===== config.mk =====
export PLATFORM = sky130hd
export DESIGN_NAME = melody_player
export DESIGN_NICKNAME = d
export VERILOG_FILES = /design/src/rtl/melody_pkg.sv /design/src/rtl/mp_fetch.sv /design/src/rtl/mp_voice.sv /design/src/rtl/melody_player.sv
export SDC_FILE = /design/constraint.sdc
export NUM_CORES = 1
export LEC_CHECK = 0
export BUFFER_PORTS_ARGS = -buffer_cell sky130_fd_sc_hd__buf_2
export CORE_MARGIN = 2
export CORE_UTILIZATION = 28
export CTS_CLUSTER_SIZE = 24
export DETAILED_ROUTE_END_ITERATION = 7
export SETUP_SLACK_MARGIN = 0.2
export SLEW_MARGIN = 5
export SYNTH_ARGS = -nofsm -noshare
export SYNTH_HDL_FRONTEND = slang
export SYNTH_HIERARCHICAL = 1
export SYNTH_SLANG_ARGS = --single-unit

===== constraint.sdc =====
create_clock -name clk -period 13.4 [get_ports clk]
set_clock_uncertainty 0.1 [all_clocks]
set_input_delay 0.67 -clock clk [delete_from_list [all_inputs] [get_ports clk]]
set_output_delay 0.67 -clock clk [all_outputs]
set_load 0.05 [all_outputs]

===== src/rtl/melody_pkg.sv =====
package melody_pkg;

    localparam int WORD_W = 16;

    typedef enum logic [2:0] {
        F_IDLE,
        F_WAIT_P,
        F_PITCH,
        F_WAIT_L,
        F_LEN,
        F_FULL
    } fetch_st_e;

    typedef enum logic [1:0] {
        P_IDLE,
        P_WAIT,
        P_PLAY
    } play_st_e;

endpackage


===== src/rtl/mp_fetch.sv =====
module mp_fetch
    import melody_pkg::*;
#(
    parameter int ADDR_W = 8,
    parameter int DUR_W = 16,
    parameter logic [WORD_W-1:0] CODE_MASK = 16'h0003,
    parameter logic [WORD_W-1:0] PAUSE_PAT = 16'h0001,
    parameter logic [WORD_W-1:0] END_PAT = 16'h0003
) (
    input  logic              clk,
    input  logic              rst_n,
    input  logic              kick_i,
    input  logic              take_i,
    input  logic [WORD_W-1:0] rd_data_i,
    output logic [ADDR_W-1:0] rd_addr_o,
    output logic              full_o,
    output logic [WORD_W-1:0] div_o,
    output logic [DUR_W-1:0]  len_o,
    output logic              pause_o,
    output logic              fin_o
);

    typedef struct packed {
        fetch_st_e          st;
        logic [ADDR_W-1:0]  ptr;
        logic [WORD_W-1:0]  div;
        logic [DUR_W-1:0]   len;
        logic               pause;
        logic               fin;
    } fetch_t;

    fetch_t fetch_d, fetch_q;
    logic   code_pause, code_fin;

    assign code_pause = (rd_data_i & CODE_MASK) == PAUSE_PAT;
    assign code_fin   = (rd_data_i & CODE_MASK) == END_PAT;

    always_comb begin
        fetch_d = fetch_q;
        case (fetch_q.st)
            F_IDLE: begin
                if (kick_i) fetch_d.st = F_WAIT_P;
            end
            F_WAIT_P: fetch_d.st = F_PITCH;
            F_PITCH: begin
                fetch_d.ptr   = fetch_q.ptr + 1'b1;
                fetch_d.div   = rd_data_i;
                fetch_d.pause = code_pause;
                fetch_d.fin   = code_fin;
                fetch_d.len   = '0;
                fetch_d.st    = code_fin ? F_FULL : F_WAIT_L;
            end
            F_WAIT_L: fetch_d.st = F_LEN;
            F_LEN: begin
                fetch_d.ptr = fetch_q.ptr + 1'b1;
                fetch_d.len = rd_data_i[DUR_W-1:0];
                fetch_d.st  = F_FULL;
            end
            F_FULL: begin
                if (take_i) fetch_d.st = fetch_q.fin ? F_IDLE : F_WAIT_P;
            end
            default: fetch_d.st = F_IDLE;
        endcase
    end

    always_ff @(posedge clk) begin
        if (!rst_n) begin
            fetch_q       <= '0;
            fetch_q.st    <= F_IDLE;
        end else begin
            fetch_q <= fetch_d;
        end
    end

    assign rd_addr_o = fetch_q.ptr;
    assign full_o    = fetch_q.st == F_FULL;
    assign div_o     = fetch_q.div;
    assign len_o     = fetch_q.len;
    assign pause_o   = fetch_q.pause;
    assign fin_o     = fetch_q.fin;

    // the pointer survives idle periods untouched
    assert_ptr_kept_R8: assert property (@(posedge clk) disable iff (!rst_n)
        (fetch_q.st == F_IDLE && !kick_i) |=> $stable(fetch_q.ptr));

    // a prefetched entry waits unchanged until it is consumed
    assert_entry_held_R7: assert property (@(posedge clk) disable iff (!rst_n)
        (full_o && !take_i) |=> (full_o && $stable(div_o) && $stable(len_o)));

endmodule


===== src/rtl/mp_voice.sv =====
module mp_voice
    import melody_pkg::*;
#(
    parameter int DUR_W = 16
) (
    input  logic              clk,
    input  logic              rst_n,
    input  logic              load_i,
    input  logic              stop_i,
    input  logic [WORD_W-1:0] div_i,
    input  logic [DUR_W-1:0]  len_i,
    input  logic              pause_i,
    output logic              spk_o,
    output logic              done_o
);

    typedef struct packed {
        logic               active;
        logic               pause;
        logic               phase;
        logic [WORD_W-1:0]  div;
        logic [WORD_W-1:0]  cnt;
        logic [DUR_W-1:0]   left;
    } voice_t;

    voice_t voice_d, voice_q;
    logic   half_end;

    assign half_end = voice_q.cnt == (voice_q.div - 1'b1);
    assign done_o   = voice_q.active && half_end && voice_q.phase
                      && (voice_q.left == {{(DUR_W-1){1'b0}}, 1'b1});

    always_comb begin
        voice_d = voice_q;
        if (voice_q.active) begin
            if (half_end) begin
                voice_d.cnt   = '0;
                voice_d.phase = ~voice_q.phase;
                if (voice_q.phase) voice_d.left = voice_q.left - 1'b1;
            end else begin
                voice_d.cnt = voice_q.cnt + 1'b1;
            end
        end
        if (stop_i) begin
            voice_d.active = 1'b0;
            voice_d.phase  = 1'b0;
            voice_d.cnt    = '0;
        end
        if (load_i) begin
            voice_d.active = 1'b1;
            voice_d.pause  = pause_i;
            voice_d.phase  = 1'b0;
            voice_d.div    = div_i;
            voice_d.cnt    = '0;
            voice_d.left   = len_i;
        end
    end

    always_ff @(posedge clk) begin
        if (!rst_n) voice_q <= '0;
        else        voice_q <= voice_d;
    end

    assign spk_o = voice_q.active && !voice_q.pause && !voice_q.phase;

    // the half-period counter never passes the divider
    assert_cnt_in_range_R2: assert property (@(posedge clk) disable iff (!rst_n)
        voice_q.active |-> (voice_q.cnt < voice_q.div));

endmodule


===== src/rtl/melody_player.sv =====
module melody_player
    import melody_pkg::*;
#(
    parameter int ADDR_W = 8,
    parameter int DUR_W = 16,
    parameter logic [WORD_W-1:0] CODE_MASK = 16'h0003,
    parameter logic [WORD_W-1:0] PAUSE_PAT = 16'h0001,
    parameter logic [WORD_W-1:0] END_PAT = 16'h0003
) (
    input  logic              clk,
    input  logic              rst_n,
    input  logic              start_i,
    output logic [ADDR_W-1:0] rd_addr_o,
    input  logic [WORD_W-1:0] rd_data_i,
    output logic              spk_o,
    output logic              busy_o
);

    typedef struct packed {
        play_st_e st;
    } ctl_t;

    ctl_t ctl_d, ctl_q;

    logic              kick, take, load, stop;
    logic              full, fin, pause, done;
    logic [WORD_W-1:0] div;
    logic [DUR_W-1:0]  len;

    mp_fetch #(
        .ADDR_W    (ADDR_W),
        .DUR_W     (DUR_W),
        .CODE_MASK (CODE_MASK),
        .PAUSE_PAT (PAUSE_PAT),
        .END_PAT   (END_PAT)
    ) u_fetch (
        .clk       (clk),
        .rst_n     (rst_n),
        .kick_i    (kick),
        .take_i    (take),
        .rd_data_i (rd_data_i),
        .rd_addr_o (rd_addr_o),
        .full_o    (full),
        .div_o     (div),
        .len_o     (len),
        .pause_o   (pause),
        .fin_o     (fin)
    );

    mp_voice #(
        .DUR_W (DUR_W)
    ) u_voice (
        .clk     (clk),
        .rst_n   (rst_n),
        .load_i  (load),
        .stop_i  (stop),
        .div_i   (div),
        .len_i   (len),
        .pause_i (pause),
        .spk_o   (spk_o),
        .done_o  (done)
    );

    always_comb begin
        ctl_d = ctl_q;
        kick  = 1'b0;
        take  = 1'b0;
        load  = 1'b0;
        stop  = 1'b0;
        case (ctl_q.st)
            P_IDLE: begin
                if (start_i) begin
                    kick     = 1'b1;
                    ctl_d.st = P_WAIT;
                end
            end
            P_WAIT: begin
                if (full) begin
                    take = 1'b1;
                    if (fin) begin
                        ctl_d.st = P_IDLE;
                    end else begin
                        load     = 1'b1;
                        ctl_d.st = P_PLAY;
                    end
                end
            end
            P_PLAY: begin
                if (done) begin
                    if (full) begin
                        take = 1'b1;
                        if (fin) begin
                            stop     = 1'b1;
                            ctl_d.st = P_IDLE;
                        end else begin
                            load = 1'b1;
                        end
                    end else begin
                        stop     = 1'b1;
                        ctl_d.st = P_WAIT;
                    end
                end
            end
            default: ctl_d.st = P_IDLE;
        endcase
    end

    always_ff @(posedge clk) begin
        if (!rst_n) ctl_q.st <= P_IDLE;
        else        ctl_q    <= ctl_d;
    end

    assign busy_o = ctl_q.st != P_IDLE;

    // no sound unless a tune is in progress
    assert_quiet_idle_R10: assert property (@(posedge clk) disable iff (!rst_n)
        !busy_o |-> !spk_o);

    // the table address only ever steps forward by one word
    assert_addr_step_R11: assert property (@(posedge clk) disable iff (!rst_n)
        (rd_addr_o != $past(rd_addr_o)) |-> (rd_addr_o == ADDR_W'($past(rd_addr_o) + 1'b1)));

endmodule


==> results of run 1 <==
## placed cells by master (no fill, tap or decap), types with 12 or more instances in the layout
| cell | netlist | routed |
|---|---|---|
| a21oi_1 | 55 | 55 |
| buf_2 | 6 | 28 |
| dfxtp_1 | 98 | 98 |
| inv_1 | 12 | 12 |
| mux2i_1 | 20 | 20 |
| nand2_1 | 89 | 89 |
| nor2_1 | 61 | 60 |
| o21ai_0 | 32 | 32 |
| xnor2_1 | 24 | 24 |
| xor2_1 | 13 | 13 |
## area by class of cell
cell class	count	area share, %
clock buffers	11	4.30
flip-flops and latches	98	34.8
clock inverters	5	1.09
repair buffers	30	2.75
multi-input cells	463	50.9
well taps	234	5.19
inverters	15	0.998
## stage by stage
step | setup slack (ns) | instance area (um2) | hold WS [ns]
after global placement | 7.85 | 5340 | 0.344
after global routing | 7.39 | 5640 | 0.393
after detailed placement | 7.73 | 5340 | 0.347
final | 7.73 | 5640 | 0.354
after CTS | 7.73 | 5640 | 0.357
after floorplan | 8.65 | 5360 | 0.332
## kinds of logic (layout without fill, tap and decap cells)
logic type	Yosys count	in the layout
xor+xnor	38	38
buf+inv	88	61
mux	21	21
flops	98	98
fa+ha+maj	11	11
simple gates	256	256
compound gates	137	137
## power by group through the flow
stage               clock, mW  sequential, mW  combinational [mW]
global route            0.286           0.334               0.137
finish                  0.266           0.331               0.122
global placement            0           0.337               0.122
detailed placement          0           0.337               0.123
CTS                     0.274           0.331               0.124
floorplan                   0           0.323               0.125
## worst min-delay path by stage
stage / startpoint / cells after the start / endpoint
global placement: u_fetch/pause_o$_SDFFE_PN0P_ / 2 / u_fetch/pause_o$_SDFFE_PN0P_
finish: u_fetch/pause_o$_SDFFE_PN0P_ / 2 / u_fetch/pause_o$_SDFFE_PN0P_
global route: u_fetch/div_o[9]$_SDFFE_PN0P_ / 2 / u_fetch/div_o[9]$_SDFFE_PN0P_
CTS: u_fetch/pause_o$_SDFFE_PN0P_ / 2 / u_fetch/pause_o$_SDFFE_PN0P_
detailed placement: u_fetch/pause_o$_SDFFE_PN0P_ / 2 / u_fetch/pause_o$_SDFFE_PN0P_
floorplan: u_fetch/pause_o$_SDFFE_PN0P_ / 2 / u_fetch/pause_o$_SDFFE_PN0P_
## sequential cells by signal, summed over array words and instances, names as in the netlist
name	cells
u_voice/voice_q	51
u_fetch/div_o	16
u_fetch/pause_o	1
u_fetch/fetch_q	3
u_fetch/fin_o	1
u_fetch/len_o	16
ctl_q	2
u_fetch/rd_addr_o	8
## per-layer routing
layer / vias up / part of all wire [%] / wire length (um)
li1: 2163 / - / -
met1: 1929 / 51 / 6160
met2: 103 / 42 / 5040
met3: 15 / 5.1 / 610
met4: 0 / 2.2 / 265
met5: - / 0 / 0
## critical path, delay by kind of cell (launching register included)
kind            cells  cell delay, ns
compound gates      6            1.11
fa+ha+maj           1            0.24
buf+inv             2            0.51
flops               1            0.36
simple gates        8            3.21
==> impl_metrics.tcl, run 1 <==
set metrics [dict create \
    grtUsageTotal_pct 12.4 \
    yosysTopAreaCellShare_pct 36.6 \
    use_met2_pct 17.8 \
    utilization_pct 30.1 \
    grt_busiest_layer "met1" \
    gr-total-overflow 0 \
    p_clk_share_pct 37.0 \
    synth_area_leaders "dfxtp_1 37%, nand2_1 6.2%, buf_4 5.6%" \
    rows 50 \
    worst_ep_required_time_ns 13.55 \
    clk-insertion-delay-late_ns 0.35 \
    async_reset_ff_share_pct 0 \
    die_x_um 142 \
    synth_top_family_by_area "simple AND/OR/NAND/NOR gates" \
    vias 4210 \
    netlist_area_mm2 0.00536 \
    p_sw_mw 0.214 \
    yosysSeqAreaShare_pct 36.6 \
    avgSynthCellArea_um2 8.26 \
    wl_per_cell_um 14.1 \
    yosys.area_share.simple_pct 24.6 \
    pwr-share-comb_pct 17.0 \
    synth_warnings 6 \
    cp_cell_sequence "inv_1, ha_1, or4b_1, a211o_1, a21oi_1, o22ai_1, or4_4, or4_4, nor3_1, a21oi_1, nor2_4, buf_4, nor2_1, nand3_1, or4_1, o21bai_1, a211o_1" \
    fin_cells 856 \
    rsz0062_at_grt "false" \
    setup_viol 0 \
    rr_startpoint "u_voice/voice_q[32]$_SDFFE_PN0P_" \
    ys_seq_elements 98 \
    critPathLaunchType "flop" \
    grt_max_degree 40 \
    timing.fmax_mhz 176 \
    fin_tns_setup_ns 0 \
    io-pin-count 29 \
    hold_violations 0 \
    status "finished clean" \
    diodes 0 \
    cts-resized-gates 0 \
    die_area_mm2 0.0203 \
    cp_slowest_stage_delay_ns 0.65 \
    drv_slew 0 \
    grt_pass1_vias 3867 \
    critical_path.endpoint_type "flop" \
    synth_common_cells "98 x dfxtp_1, 89 x nand2_1, 61 x nor2_1" \
    cts_buffer_depth 2 \
    cts_root_buffer "clkbuf_16" \
    power_density_mw_per_mm2 127 \
    total_power_mw 0.719 \
    drtPass1Iterations 7 \
    yosys.area.top_type "dfxtp_1" \
    fin_nets 647 \
    netlist_instances 649 \
    layout-drive-gt1-share_pct 10.8 \
    drv_cap 0 \
    dp_cells 840 \
    cts_setup_buffers 0 \
    place_hpwl_mm 8.65 \
    gp_congestion 0.846 \
    regArea_mm2 0.00196 \
    initial_utilization_pct 28.6 \
    hp-class "flop to flop" \
    path_max_fanout 38 \
    max_slew_margin_pct 21.9 \
    synth_edf_count 0 \
    via_per_inst 4.92 \
    pwr-share-seq_pct 46.0 \
    ys_types 70 \
    drc 0 \
    reg2reg_slack_ns 7.73 \
    setup.worst_path.end "u_voice/voice_q[7]$_SDFFE_PN0P_" \
    cts_hold_buf 0 \
    p_int_mw 0.505 \
    nFillCells 2037 \
    use_met3_pct 2.62 \
    crit_type "flop to flop" \
    synthAdderAreaFrac_pct 2.57 \
    syn-num-nets 679 \
    drtIter0Drc 273 \
    clk_pin_slew_ns 0.07 \
    grt_antenna_before_repair 0 \
    switching_share_pct 29.8 \
    rr_worst_depth 17 \
    cts_made_buffers 9 \
    final_antenna_net_count 0 \
    die_h_um 142 \
    period_share_pct 42.4 \
    yosysMostFrequentCell "dfxtp_1" \
    cpMaxStageDelayCell "or4_4" \
    cts_sinks 98 \
    htree_levels 3 \
    vdd_ir_drop_max_v 0.0000879 \
    post-route-min-period_ns 5.67 \
    io_buffer_count 28 \
    startpoint "u_voice/voice_q[32]$_SDFFE_PN0P_" \
    max_slew.worst_pin.slew_ns 1.17 \
    synth_xor_area_share_pct 6.34 \
    muxShareOfSynthArea_pct 3.94 \
    syn2layout_area_growth_pct 5.18 \
    ys.flop_type "dfxtp_1" \
    drt_wl_total_mm 12.1 \
    grt_use_met1_pct 17.9 \
    synth-compound-area-share_pct 15.9 \
    core-area_mm2 0.0188 \
    grt_pass1_wl_mm 20.0 \
    multi_input_area_mm2 0.00287 \
    p_leak_nw 2.03 \
    r2r_end "u_voice/voice_q[7]$_SDFFE_PN0P_" \
    cts_tree "built" \
    critPathArrivalTime_ns 5.82 \
]
No activity file was read; power rests on OpenSTA's default activity.
==> inputs of run 2 (changes only) <==
- ABC_AREA: not set -> 1
- clock period: 13.4 -> 5.2 ns (I/O delays scaled with it)
==> impl_metrics.tcl, run 2 <==
set metrics [dict create \
    status "finished clean" \
    async_reset_ff_share_pct 0 \
    rsz0062_at_grt "false" \
    gp_congestion 0.838 \
    grt_pass1_wl_mm 21.8 \
    critical_path.endpoint_type "flop" \
    layout-drive-gt1-share_pct 10.2 \
    die_area_mm2 0.0207 \
    post-route-min-period_ns 3.97 \
    netlist_instances 804 \
    die_x_um 144 \
    io-pin-count 29 \
    grt_antenna_before_repair 0 \
    via_per_inst 4.50 \
    cts_root_buffer "clkbuf_16" \
    rows 51 \
    synth_common_cells "205 x nand2_1, 98 x dfxtp_1, 95 x nor2_1" \
    clk-insertion-delay-late_ns 0.35 \
    worst_ep_required_time_ns 5.33 \
    fin_nets 812 \
    mostFrequentLayoutCells "205 x nand2_1, 98 x dfxtp_1, 95 x nor2_1" \
    cp_top_family "simple AND/OR/NAND/NOR gates" \
    die_h_um 144 \
    cts_made_buffers 9 \
    place_area_mm2 0.00555 \
    period_share_pct 76.3 \
    initial_utilization_pct 28.4 \
    critPathLaunchType "flop" \
    yosysMostFrequentCell "nand2_1" \
    setup.worst_path.end "u_voice/voice_q[14]$_SDFFE_PN0P_" \
    drv_cap 0 \
    power_density_mw_per_mm2 344 \
    yosysSeqAreaShare_pct 35.8 \
    cp_slowest_stage_delay_ns 0.38 \
    syn-num-nets 834 \
    diodes 0 \
    drc 0 \
    clk_pin_slew_ns 0.06 \
    drt_wl_total_mm 12.7 \
    cts_buffer_depth 2 \
    grt_max_degree 40 \
    rr_worst_depth 19 \
    gr-total-overflow 0 \
    cts_setup_buffers 0 \
    yosys.area.top_type "dfxtp_1" \
    ys.flop_type "dfxtp_1" \
    setup_viol 0 \
    vdd_ir_drop_max_v 0.000202 \
    cts_tree "built" \
    crit_type "flop to flop" \
    max_slew_margin_pct 63.4 \
    grtUsageTotal_pct 13.1 \
    wl_per_cell_um 12.1 \
    drtIter0Drc 326 \
    place_hpwl_mm 9.02 \
    ys_types 47 \
    drtPass1Iterations 4 \
    crit_top_cell "nand2_1" \
    cts-resized-gates 0 \
    cts_sinks 98 \
    cpMaxStageDelayCell "nor4_2" \
    path_buf_inv 3 \
    grt_pass1_vias 4460 \
    vias 4733 \
    yosysTopAreaCellShare_pct 35.8 \
    cp.depth 19 \
    timing.fmax_mhz 252 \
    htree_levels 3 \
    final_common_cell "nand2_1" \
    synth_edf_count 0 \
    p_leak_nw 2.46 \
    cp_cell_sequence "inv_2, ha_1, nand2_2, o21ai_0, nand2_1, nand2_1, nand3_2, nor2_4, nand4_4, nor4_2, a21oi_1, nor4_2, buf_4, nor2_1, inv_1, nor2_1, a22o_1, nand2_1, a21oi_1" \
    synth_area_leaders "dfxtp_1 36%, nand2_1 14%, a21oi_1 6.8%" \
    largest_reg_flops 51 \
    syn2layout_area_growth_pct 7.10 \
    avgSynthCellArea_um2 6.82 \
    total_power_mw 2.02 \
    drv_slew 0 \
    final_area_mm2 0.00587 \
    rr_startpoint "u_voice/voice_q[32]$_SDFFE_PN0P_" \
    largest-register "u_voice/voice_q" \
    ys_seq_elements 98 \
    cts_hold_buf 0 \
    synth_warnings 6 \
    reg2reg_slack_ns 1.23 \
    critPathArrivalTime_ns 4.09 \
    netlist_area_mm2 0.00548 \
    startpoint "u_voice/voice_q[32]$_SDFFE_PN0P_" \
    fin_tns_setup_ns 0 \
    io_buffer_count 28 \
    max_slew.worst_pin.slew_ns 0.547 \
    core-area_mm2 0.0193 \
    path_max_fanout 29 \
    hold_violations 0 \
    r2r_end "u_voice/voice_q[14]$_SDFFE_PN0P_" \
    final_antenna_net_count 0 \
    hp-class "primary input to flop" \
]
[run 2: report_power, final]
part / total (mW) / switching [mW] / internal, mW
Combinational: 0.437 / 0.311 / 0.126
Clock: 0.729 / 0.283 / 0.446
Sequential: 0.856 / 0.0475 / 0.809
Total: 2.02 / 0.642 / 1.38
[run 2: area by class of cell]
| cell class | count | area [um2] |
|---|---|---|
| multi-input combinational | 572 | 2820 |
| inverter | 68 | 258 |
| clock inverter | 2 | 60.1 |
| clock buffer | 13 | 260 |
| sequential | 98 | 1960 |
| timing repair buffer | 33 | 178 |
| fill | 2147 | 13500 |
| tap | 265 | 332 |
[run 2: cell families (layout without fill, tap and decap cells)]
family          after synthesis  in the layout  synth area share [%]
compound gates              132            132                  12.8
xor+xnor                     20             20                  3.33
fa+ha+maj                    11             11                  2.51
buf+inv                     134            116                  12.8
flops                        98             98                  35.8
simple gates                409            409                  32.7
[run 2: tightest hold or removal path, delay by kind of cell]
kind | cells | cell delay (ns)
buf+inv | 1 | 0.10
simple gates | 1 | 0.05
compound gates | 1 | 0.05
[run 2: layer usage]
metal	share of wire, %	up-vias	track usage, %	routed length [um]
li1	-	2510	-	-
met1	51	2142	17.9	6450
met2	44	70	20.7	5580
met3	4.4	11	3.20	564
met4	0.91	0	3.10	116
met5	0	-	0	0
[run 2: per-stage QoR]
stage	worst slack [ns]	instances	hold WS (ns)	util (%)
2_1_floorplan	1.78	804	0.280	-
3_3_place_gp	1.32	1036	0.351	28.7
3_5_place_dp	1.26	1036	0.352	28.7
4_1_cts	1.24	1051	0.0559	30.4
5_1_grt	0.749	1051	0.0752	30.4
6_report	1.23	1051	0.0658	30.4
[run 2: worst min-delay path by stage]
| stage | start | to | cells after the start |
|---|---|---|---|
| 2_1_floorplan | rst_n | ctl_q[1]$_SDFFE_PN0P_ | 2 |
| 3_3_place_gp | u_fetch/len_o[6]$_SDFFE_PN0P_ | u_fetch/len_o[6]$_SDFFE_PN0P_ | 2 |
| 3_5_place_dp | u_fetch/len_o[14]$_SDFFE_PN0P_ | u_fetch/len_o[14]$_SDFFE_PN0P_ | 2 |
| 4_1_cts | rd_data_i[10] | u_fetch/div_o[10]$_SDFFE_PN0P_ | 3 |
| 5_1_grt | rd_data_i[10] | u_fetch/div_o[10]$_SDFFE_PN0P_ | 3 |
| 6_report | rd_data_i[10] | u_fetch/div_o[10]$_SDFFE_PN0P_ | 3 |
